**src/rtl/tdm_cc_pkg.sv**
```systemverilog
package tdm_cc_pkg;
  localparam int          DEF_SLOTS = 32;
  localparam int          DEF_CHANS = 24;
  localparam int          DEF_BITS  = 8;
  localparam logic [31:0] DEF_MASK  = 32'hFF00_0000;

  // output-side bit event classification
  typedef enum logic [1:0] {
    EV_IDLE,
    EV_FRAME,
    EV_CHAN,
    EV_SHIFT
  } pk_ev_e;
endpackage

```
**src/rtl/tdm_in_writer.sv**
```systemverilog
module tdm_in_writer #(
  parameter int SLOTS = 32,
  parameter int BITS  = 8
) (
  input  logic                       clk,
  input  logic                       rst,
  input  logic                       in_strobe,
  input  logic                       in_fsync,
  input  logic                       in_data,
  output logic                       wr_en,
  output logic [$clog2(SLOTS):0]     wr_addr,
  output logic [BITS-1:0]            wr_data,
  output logic                       ready_bank
);
  localparam int IW   = $clog2(SLOTS*BITS);
  localparam int BW   = $clog2(BITS);
  localparam int LAST = SLOTS*BITS - 1;

  logic [IW-1:0]   in_pos, p_nxt;
  logic [BITS-1:0] sh;
  logic            wbank;

  always_comb begin
    if (in_fsync || in_pos == IW'(LAST)) p_nxt = '0;
    else                                 p_nxt = in_pos + 1'b1;
    wr_en   = in_strobe && (p_nxt[BW-1:0] == {BW{1'b1}});
    wr_addr = {wbank, p_nxt[IW-1:BW]};
    wr_data = {sh[BITS-2:0], in_data};
  end

  always_ff @(posedge clk) begin
    if (rst) begin
      in_pos     <= IW'(LAST);
      sh         <= '0;
      wbank      <= 1'b0;
      ready_bank <= 1'b1;
    end else if (in_strobe) begin
      in_pos <= p_nxt;
      sh     <= {sh[BITS-2:0], in_data};
      if (p_nxt == IW'(LAST)) begin
        ready_bank <= wbank;
        wbank      <= ~wbank;
      end
    end
  end

  AST_BANK_SWAP: assert property (@(posedge clk) disable iff (rst)
    (in_strobe && !in_fsync && in_pos == IW'(LAST-1)) |=> (wbank != $past(wbank)));
endmodule

```
**src/rtl/tdm_pp_ram.sv**
```systemverilog
module tdm_pp_ram #(
  parameter int AW   = 6,
  parameter int BITS = 8
) (
  input  logic            clk,
  input  logic            wr_en,
  input  logic [AW-1:0]   wr_addr,
  input  logic [BITS-1:0] wr_data,
  input  logic            rd_en,
  input  logic [AW-1:0]   rd_addr,
  output logic [BITS-1:0] rd_data
);
  localparam int DEPTH = 1 << AW;

  logic [BITS-1:0] mem [DEPTH];

  always_ff @(posedge clk) begin
    if (wr_en) mem[wr_addr] <= wr_data;
    if (rd_en) rd_data <= mem[rd_addr];
  end
endmodule

```
**src/rtl/tdm_out_packer.sv**
```systemverilog
module tdm_out_packer
  import tdm_cc_pkg::*;
#(
  parameter int          SLOTS    = 32,
  parameter int          CHANS    = 24,
  parameter int          BITS     = 8,
  parameter logic [31:0] RST_MASK = 32'hFF00_0000
) (
  input  logic                   clk,
  input  logic                   rst,
  input  logic                   out_strobe,
  input  logic                   out_fsync,
  input  logic                   mask_we,
  input  logic [SLOTS-1:0]       mask_wdata,
  input  logic                   ready_bank,
  output logic                   rd_en,
  output logic [$clog2(SLOTS):0] rd_addr,
  input  logic [BITS-1:0]        rd_data,
  output logic                   out_data
);
  localparam int FRAME = 1 + CHANS*BITS;
  localparam int PW    = $clog2(FRAME);
  localparam int SW    = $clog2(SLOTS);
  localparam int CW    = $clog2(CHANS+1);

  pk_ev_e           ev;
  logic [PW-1:0]    pos, pos_nxt;
  logic [SLOTS-1:0] pend_mask, act_mask, use_mask;
  logic [SW:0]      ptr, from;
  logic [CW-1:0]    cnt;
  logic             rb, use_bank, have_q, found;
  logic [SW-1:0]    pick;
  logic [BITS-1:0]  sh;

  always_comb begin
    ev      = EV_IDLE;
    pos_nxt = pos;
    if (out_strobe) begin
      if (out_fsync || pos == PW'(FRAME-1)) begin
        ev      = EV_FRAME;
        pos_nxt = '0;
      end else begin
        pos_nxt = pos + 1'b1;
        ev = (((pos_nxt - 1'b1) & PW'(BITS-1)) == '0) ? EV_CHAN : EV_SHIFT;
      end
    end
    use_mask = (ev == EV_FRAME) ? pend_mask  : act_mask;
    use_bank = (ev == EV_FRAME) ? ready_bank : rb;
    from     = (ev == EV_FRAME) ? '0         : ptr;
    found = 1'b0;
    pick  = '0;
    for (int i = SLOTS-1; i >= 0; i--) begin
      if (!use_mask[i] && (SW+1)'(i) >= from) begin
        found = 1'b1;
        pick  = SW'(i);
      end
    end
    rd_en   = (ev == EV_FRAME) || (ev == EV_CHAN && cnt < CW'(CHANS));
    rd_addr = {use_bank, pick};
  end

  always_ff @(posedge clk) begin
    if (rst) begin
      pos       <= PW'(FRAME-1);
      pend_mask <= RST_MASK[SLOTS-1:0];
      act_mask  <= RST_MASK[SLOTS-1:0];
      ptr       <= '0;
      cnt       <= '0;
      rb        <= 1'b0;
      have_q    <= 1'b0;
      sh        <= '1;
      out_data  <= 1'b1;
    end else begin
      if (mask_we) pend_mask <= mask_wdata;
      pos <= pos_nxt;
      if (rd_en) begin
        have_q <= found;
        if (found)                ptr <= {1'b0, pick} + 1'b1;
        else if (ev == EV_FRAME)  ptr <= '0;
      end
      case (ev)
        EV_FRAME: begin
          act_mask <= pend_mask;
          rb       <= ready_bank;
          cnt      <= CW'(1);
          out_data <= 1'b1;
        end
        EV_CHAN: begin
          if (cnt < CW'(CHANS)) cnt <= cnt + 1'b1;
          out_data <= have_q ? rd_data[BITS-1] : 1'b1;
          sh       <= have_q ? {rd_data[BITS-2:0], 1'b1} : '1;
        end
        EV_SHIFT: begin
          out_data <= sh[BITS-1];
          sh       <= {sh[BITS-2:0], 1'b1};
        end
        default: ;
      endcase
    end
  end

  AST_FBIT_ONE: assert property (@(posedge clk) disable iff (rst)
    (out_strobe && out_fsync) |=> out_data);
  AST_MASK_HOLD: assert property (@(posedge clk) disable iff (rst)
    (ev != EV_FRAME) |=> $stable(act_mask));
  AST_POS_RANGE: assert property (@(posedge clk) disable iff (rst)
    pos <= PW'(FRAME-1));
  AST_RESET_IDLE: assert property (@(posedge clk) disable iff (rst)
    $past(rst) |-> out_data);
endmodule

```
**src/rtl/tdm_ch_compress.sv**
```systemverilog
module tdm_ch_compress
  import tdm_cc_pkg::*;
#(
  parameter int          SLOTS    = DEF_SLOTS,
  parameter int          CHANS    = DEF_CHANS,
  parameter int          BITS     = DEF_BITS,
  parameter logic [31:0] RST_MASK = DEF_MASK
) (
  input  logic             clk,
  input  logic             rst,
  input  logic             in_strobe,
  input  logic             in_fsync,
  input  logic             in_data,
  input  logic             out_strobe,
  input  logic             out_fsync,
  output logic             out_data,
  input  logic             mask_we,
  input  logic [SLOTS-1:0] mask_wdata
);
  localparam int AW = $clog2(SLOTS) + 1;

  logic            wr_en, rd_en, ready_bank;
  logic [AW-1:0]   wr_addr, rd_addr;
  logic [BITS-1:0] wr_data, rd_data;

  tdm_in_writer #(.SLOTS(SLOTS), .BITS(BITS)) u_wr (
    .clk(clk), .rst(rst), .in_strobe(in_strobe), .in_fsync(in_fsync),
    .in_data(in_data), .wr_en(wr_en), .wr_addr(wr_addr), .wr_data(wr_data),
    .ready_bank(ready_bank)
  );

  tdm_pp_ram #(.AW(AW), .BITS(BITS)) u_ram (
    .clk(clk), .wr_en(wr_en), .wr_addr(wr_addr), .wr_data(wr_data),
    .rd_en(rd_en), .rd_addr(rd_addr), .rd_data(rd_data)
  );

  tdm_out_packer #(.SLOTS(SLOTS), .CHANS(CHANS), .BITS(BITS), .RST_MASK(RST_MASK)) u_pk (
    .clk(clk), .rst(rst), .out_strobe(out_strobe), .out_fsync(out_fsync),
    .mask_we(mask_we), .mask_wdata(mask_wdata), .ready_bank(ready_bank),
    .rd_en(rd_en), .rd_addr(rd_addr), .rd_data(rd_data), .out_data(out_data)
  );
endmodule

```
**config.mk**
```make
export PLATFORM = sky130hd
export DESIGN_NAME = tdm_ch_compress
export DESIGN_NICKNAME = d
export VERILOG_FILES = /design/src/rtl/tdm_cc_pkg.sv /design/src/rtl/tdm_in_writer.sv /design/src/rtl/tdm_pp_ram.sv /design/src/rtl/tdm_out_packer.sv /design/src/rtl/tdm_ch_compress.sv
export SDC_FILE = /design/constraint.sdc
export NUM_CORES = 1
export LEC_CHECK = 0
export BUFFER_PORTS_ARGS = -buffer_cell sky130_fd_sc_hd__buf_2
export CAP_MARGIN = 20
export CELL_PAD_IN_SITES_DETAIL_PLACEMENT = 0
export CELL_PAD_IN_SITES_GLOBAL_PLACEMENT = 2
export CORE_MARGIN = 4
export CORE_UTILIZATION = 45
export DETAILED_ROUTE_END_ITERATION = 6
export HOLD_SLACK_MARGIN = 0.03
export PLACE_DENSITY_LB_ADDON = 0.1
export SYNTH_ARGS = -nofsm -noshare
export SYNTH_HDL_FRONTEND = slang
export SYNTH_SLANG_ARGS = --single-unit
```
**constraint.sdc**
```tcl
create_clock -name clk -period 5.1 [get_ports clk]
set_input_delay 0.255 -clock clk [delete_from_list [all_inputs] [get_ports clk]]
set_output_delay 0.255 -clock clk [all_outputs]
set_load 0.01 [all_outputs]
```
==> results.cfg <==
[outcome]
status = complete, no violations

[timing]
rsz0062_at_grt = false
period_share = 0.967
hold_viol = 0
fmax_ghz = 0.203
timing.final.setup_violations = 0
layout_min_cycle_time_ps = 4930
setup_tns_ps = 0
worst_slew_pin_slew_ps = 1090
max-slew-margin-rel = 0.273
finalMaxSlewViolations = 0
skew_ps = 21.5

[place]
place_congestion = 0.797
placed_cells = 2713
hpwl_um = 45000
portBuffers = 40

[die]
start_util = 0.457
die_w_um = 251
num_rows = 88
num_io_pins = 41
core-area_mm2 = 0.0580
dieArea_mm2 = 0.0629
die_y_um = 251

[worst_setup_path]
cp_max_fo = 23
critPathLaunchType = flop
end_kind = flop
cp_num_buf_inv = 1
slowest_stage = dfxtp_1
crit_arrival_ps = 5410
critical_path.top_delay_family = compound AO/OA/AOI/OAI gates
crit_path_max_incr_delay_ps = 830
worstPathRequired_ps = 5570
crit_type = reg2reg
crit_chain = o311ai_0 -> a221oi_1 -> and3_1 -> o211ai_1 -> a211oi_2 -> nor2_2 -> o21bai_4 -> buf_4 -> o221ai_1 -> o22ai_1 -> o32ai_1 -> or3_1

[power_and_ir_drop]
leakage_uw = 0.0103
ir_drop_mv = 0.272
powerDensity_mw_per_mm2 = 391

[global_routing]
grt_pass1_wl_um = 107000
overflow = 0
grt_antenna_before_repair = 1
track_usage = 0.224
grt_pass1_vias = 16300
grt_max_degree = 73

[yosys]
synth_top_area_frac = 0.588
netlist_area_mm2 = 0.0265
ys_ff_latch = 630
syn_avg_cell_area_um2 = 13.5
yosysMostFrequentCell = edfxtp_1
syn_inst = 1969
yosysSeqAreaShare = 0.671
async_flop_share = 0
yosysWarningCount = 0
synth-main-ff-cell = edfxtp_1
synth_common_cells = edfxtp_1, mux2i_1, nand2_1, nor2_1, dfxtp_1
ys_types = 82
synth.area.top_cells = edfxtp_1, mux2i_1, dfxtp_1
yosys.area.top_type = edfxtp_1
synth_edf_count = 520
synth_nets = 2014

[finish]
area.growth.synth_to_final_pct = 14.4
fin_cells = 2871
nets = 2097
diodes = 0
drive_above_1_share = 0.115

[hold_path]
hold_path.class = in2reg

[clock_tree]
cts_tree = yes
numCtsBuffers = 69
clkLatencyLatePin_ps = 620
clockRootBuffer = clkbuf_16
cts.clk_slew.worst_paths_ps = 50
htree_num_levels = 3
clockBufferDepth = 3
cts_sinks = 630

[routing]
route.detailed.drc = 0
via_per_inst = 5.84
wl_um = 71600
wl_per_cell_um = 24.9
firstDrtPassIters = 5
ant_nets = 0
dr_total_vias = 16800
first_iter_violations = 1543

[flow_run]
max-cap-violations = 0
through the flow:
step / setup WS [ps] / util / hold WS [ps] / total power [uW] / instance area, um2
after floorplan: 1400 / - / 354 / 6700 / 26500
after global placement: 51.2 / 0.479 / 437 / 7130 / 27800
after detailed placement: 38.3 / 0.479 / 449 / 7130 / 27800
after CTS: 9.32 / 0.523 / 33.0 / 12000 / 30300
after global routing: 35.7 / 0.523 / 61.7 / 12300 / 30400
final: 168 / 0.523 / 69.5 / 11900 / 30400
routing by layer:
layer | track usage | vias to the layer above | share of wire
li1 | - | 7784 | -
met1 | 0.307 | 8410 | 0.44
met2 | 0.375 | 467 | 0.49
met3 | 0.0370 | 97 | 0.050
met5 | 0 | - | 0
met4 | 0.0556 | 0 | 0.023
worst reg2reg max path: cells and delay by family, from the launching register on:
kind	cells	cell delay, ps
simple gates	3	550
buf+inv	1	300
compound gates	8	3110
flops	1	830
flip-flops by register name, indices dropped and copies added (netlist names):
name / flops
u_pk.sh: 7
u_pk.act_mask: 32
u_pk.pend_mask: 32
u_pk.pos: 8
u_wr.ready_bank: 1
u_pk.out_data: 1
u_pk.rb: 1
u_ram.mem: 512
u_wr.wbank: 1
u_pk.cnt: 5
u_pk.ptr: 6
u_wr.in_pos: 8
u_wr.sh: 7
u_ram.rd_data: 8
u_pk.have_q: 1
power breakdown:
group	internal (uW)	leakage, uW	switching, uW
Clock	2800	0.00107	2040
Combinational	540	0.00390	833
Sequential	5590	0.00534	76.4
final timing paths:
kind | from | endpoint | slack [ps] | depth (start not counted)
worst max-delay path | u_pk.ptr[4] | u_ram.rd_data[3] | 170 | 12
worst min-delay path | rst | u_pk.pend_mask[18] | 70 | 2
worst max register to register | u_pk.ptr[4] | u_ram.rd_data[3] | 170 | 12
worst min register to register | u_pk.sh[6] | u_pk.sh[6] | 460 | 1
repair_timing:
action | in CTS | in global routing
setup buffers | 0 | 0
hold endpoints to repair | 34 | 0
hold buffers | 33 | 0
endpoints found under the setup margin | 0 | 7
gates resized for setup | 0 | 3
cells by family after synthesis:
logic type                 after synthesis  share of synthesized area
xor gates and xnor gates                15                    0.00495
and+or+nand+nor                        495                     0.0852
adders and majority gates                6                    0.00273
buffers and inverters                  148                     0.0248
AOI/OAI and AO/OA                      396                      0.105
DFF                                    630                      0.671
muxes                                  279                      0.106
final cells by class:
type                            count  area [um2]
Inverter                           22        85.1
Fill cell                        4803       27700
Multi-Input combinational cell   1191        8110
Timing Repair Buffer              138        1170
Tap cell                          765         957
Clock inverter                     41         395
Clock buffer                       84        1800
Sequential cell                   630       17800
placed cells by master, fill, tap and decap left out, types with 48 or more instances in the layout:
master | netlist | layout
nor2_1 | 159 | 158
edfxtp_1 | 520 | 520
buf_4 | 6 | 53
o221ai_1 | 48 | 48
dfxtp_1 | 110 | 100
o22ai_1 | 54 | 53
mux2i_1 | 271 | 271
clkbuf_16 | 0 | 70
nand2_1 | 164 | 164
a21oi_1 | 86 | 85
(Power assumes the default switching activity.)
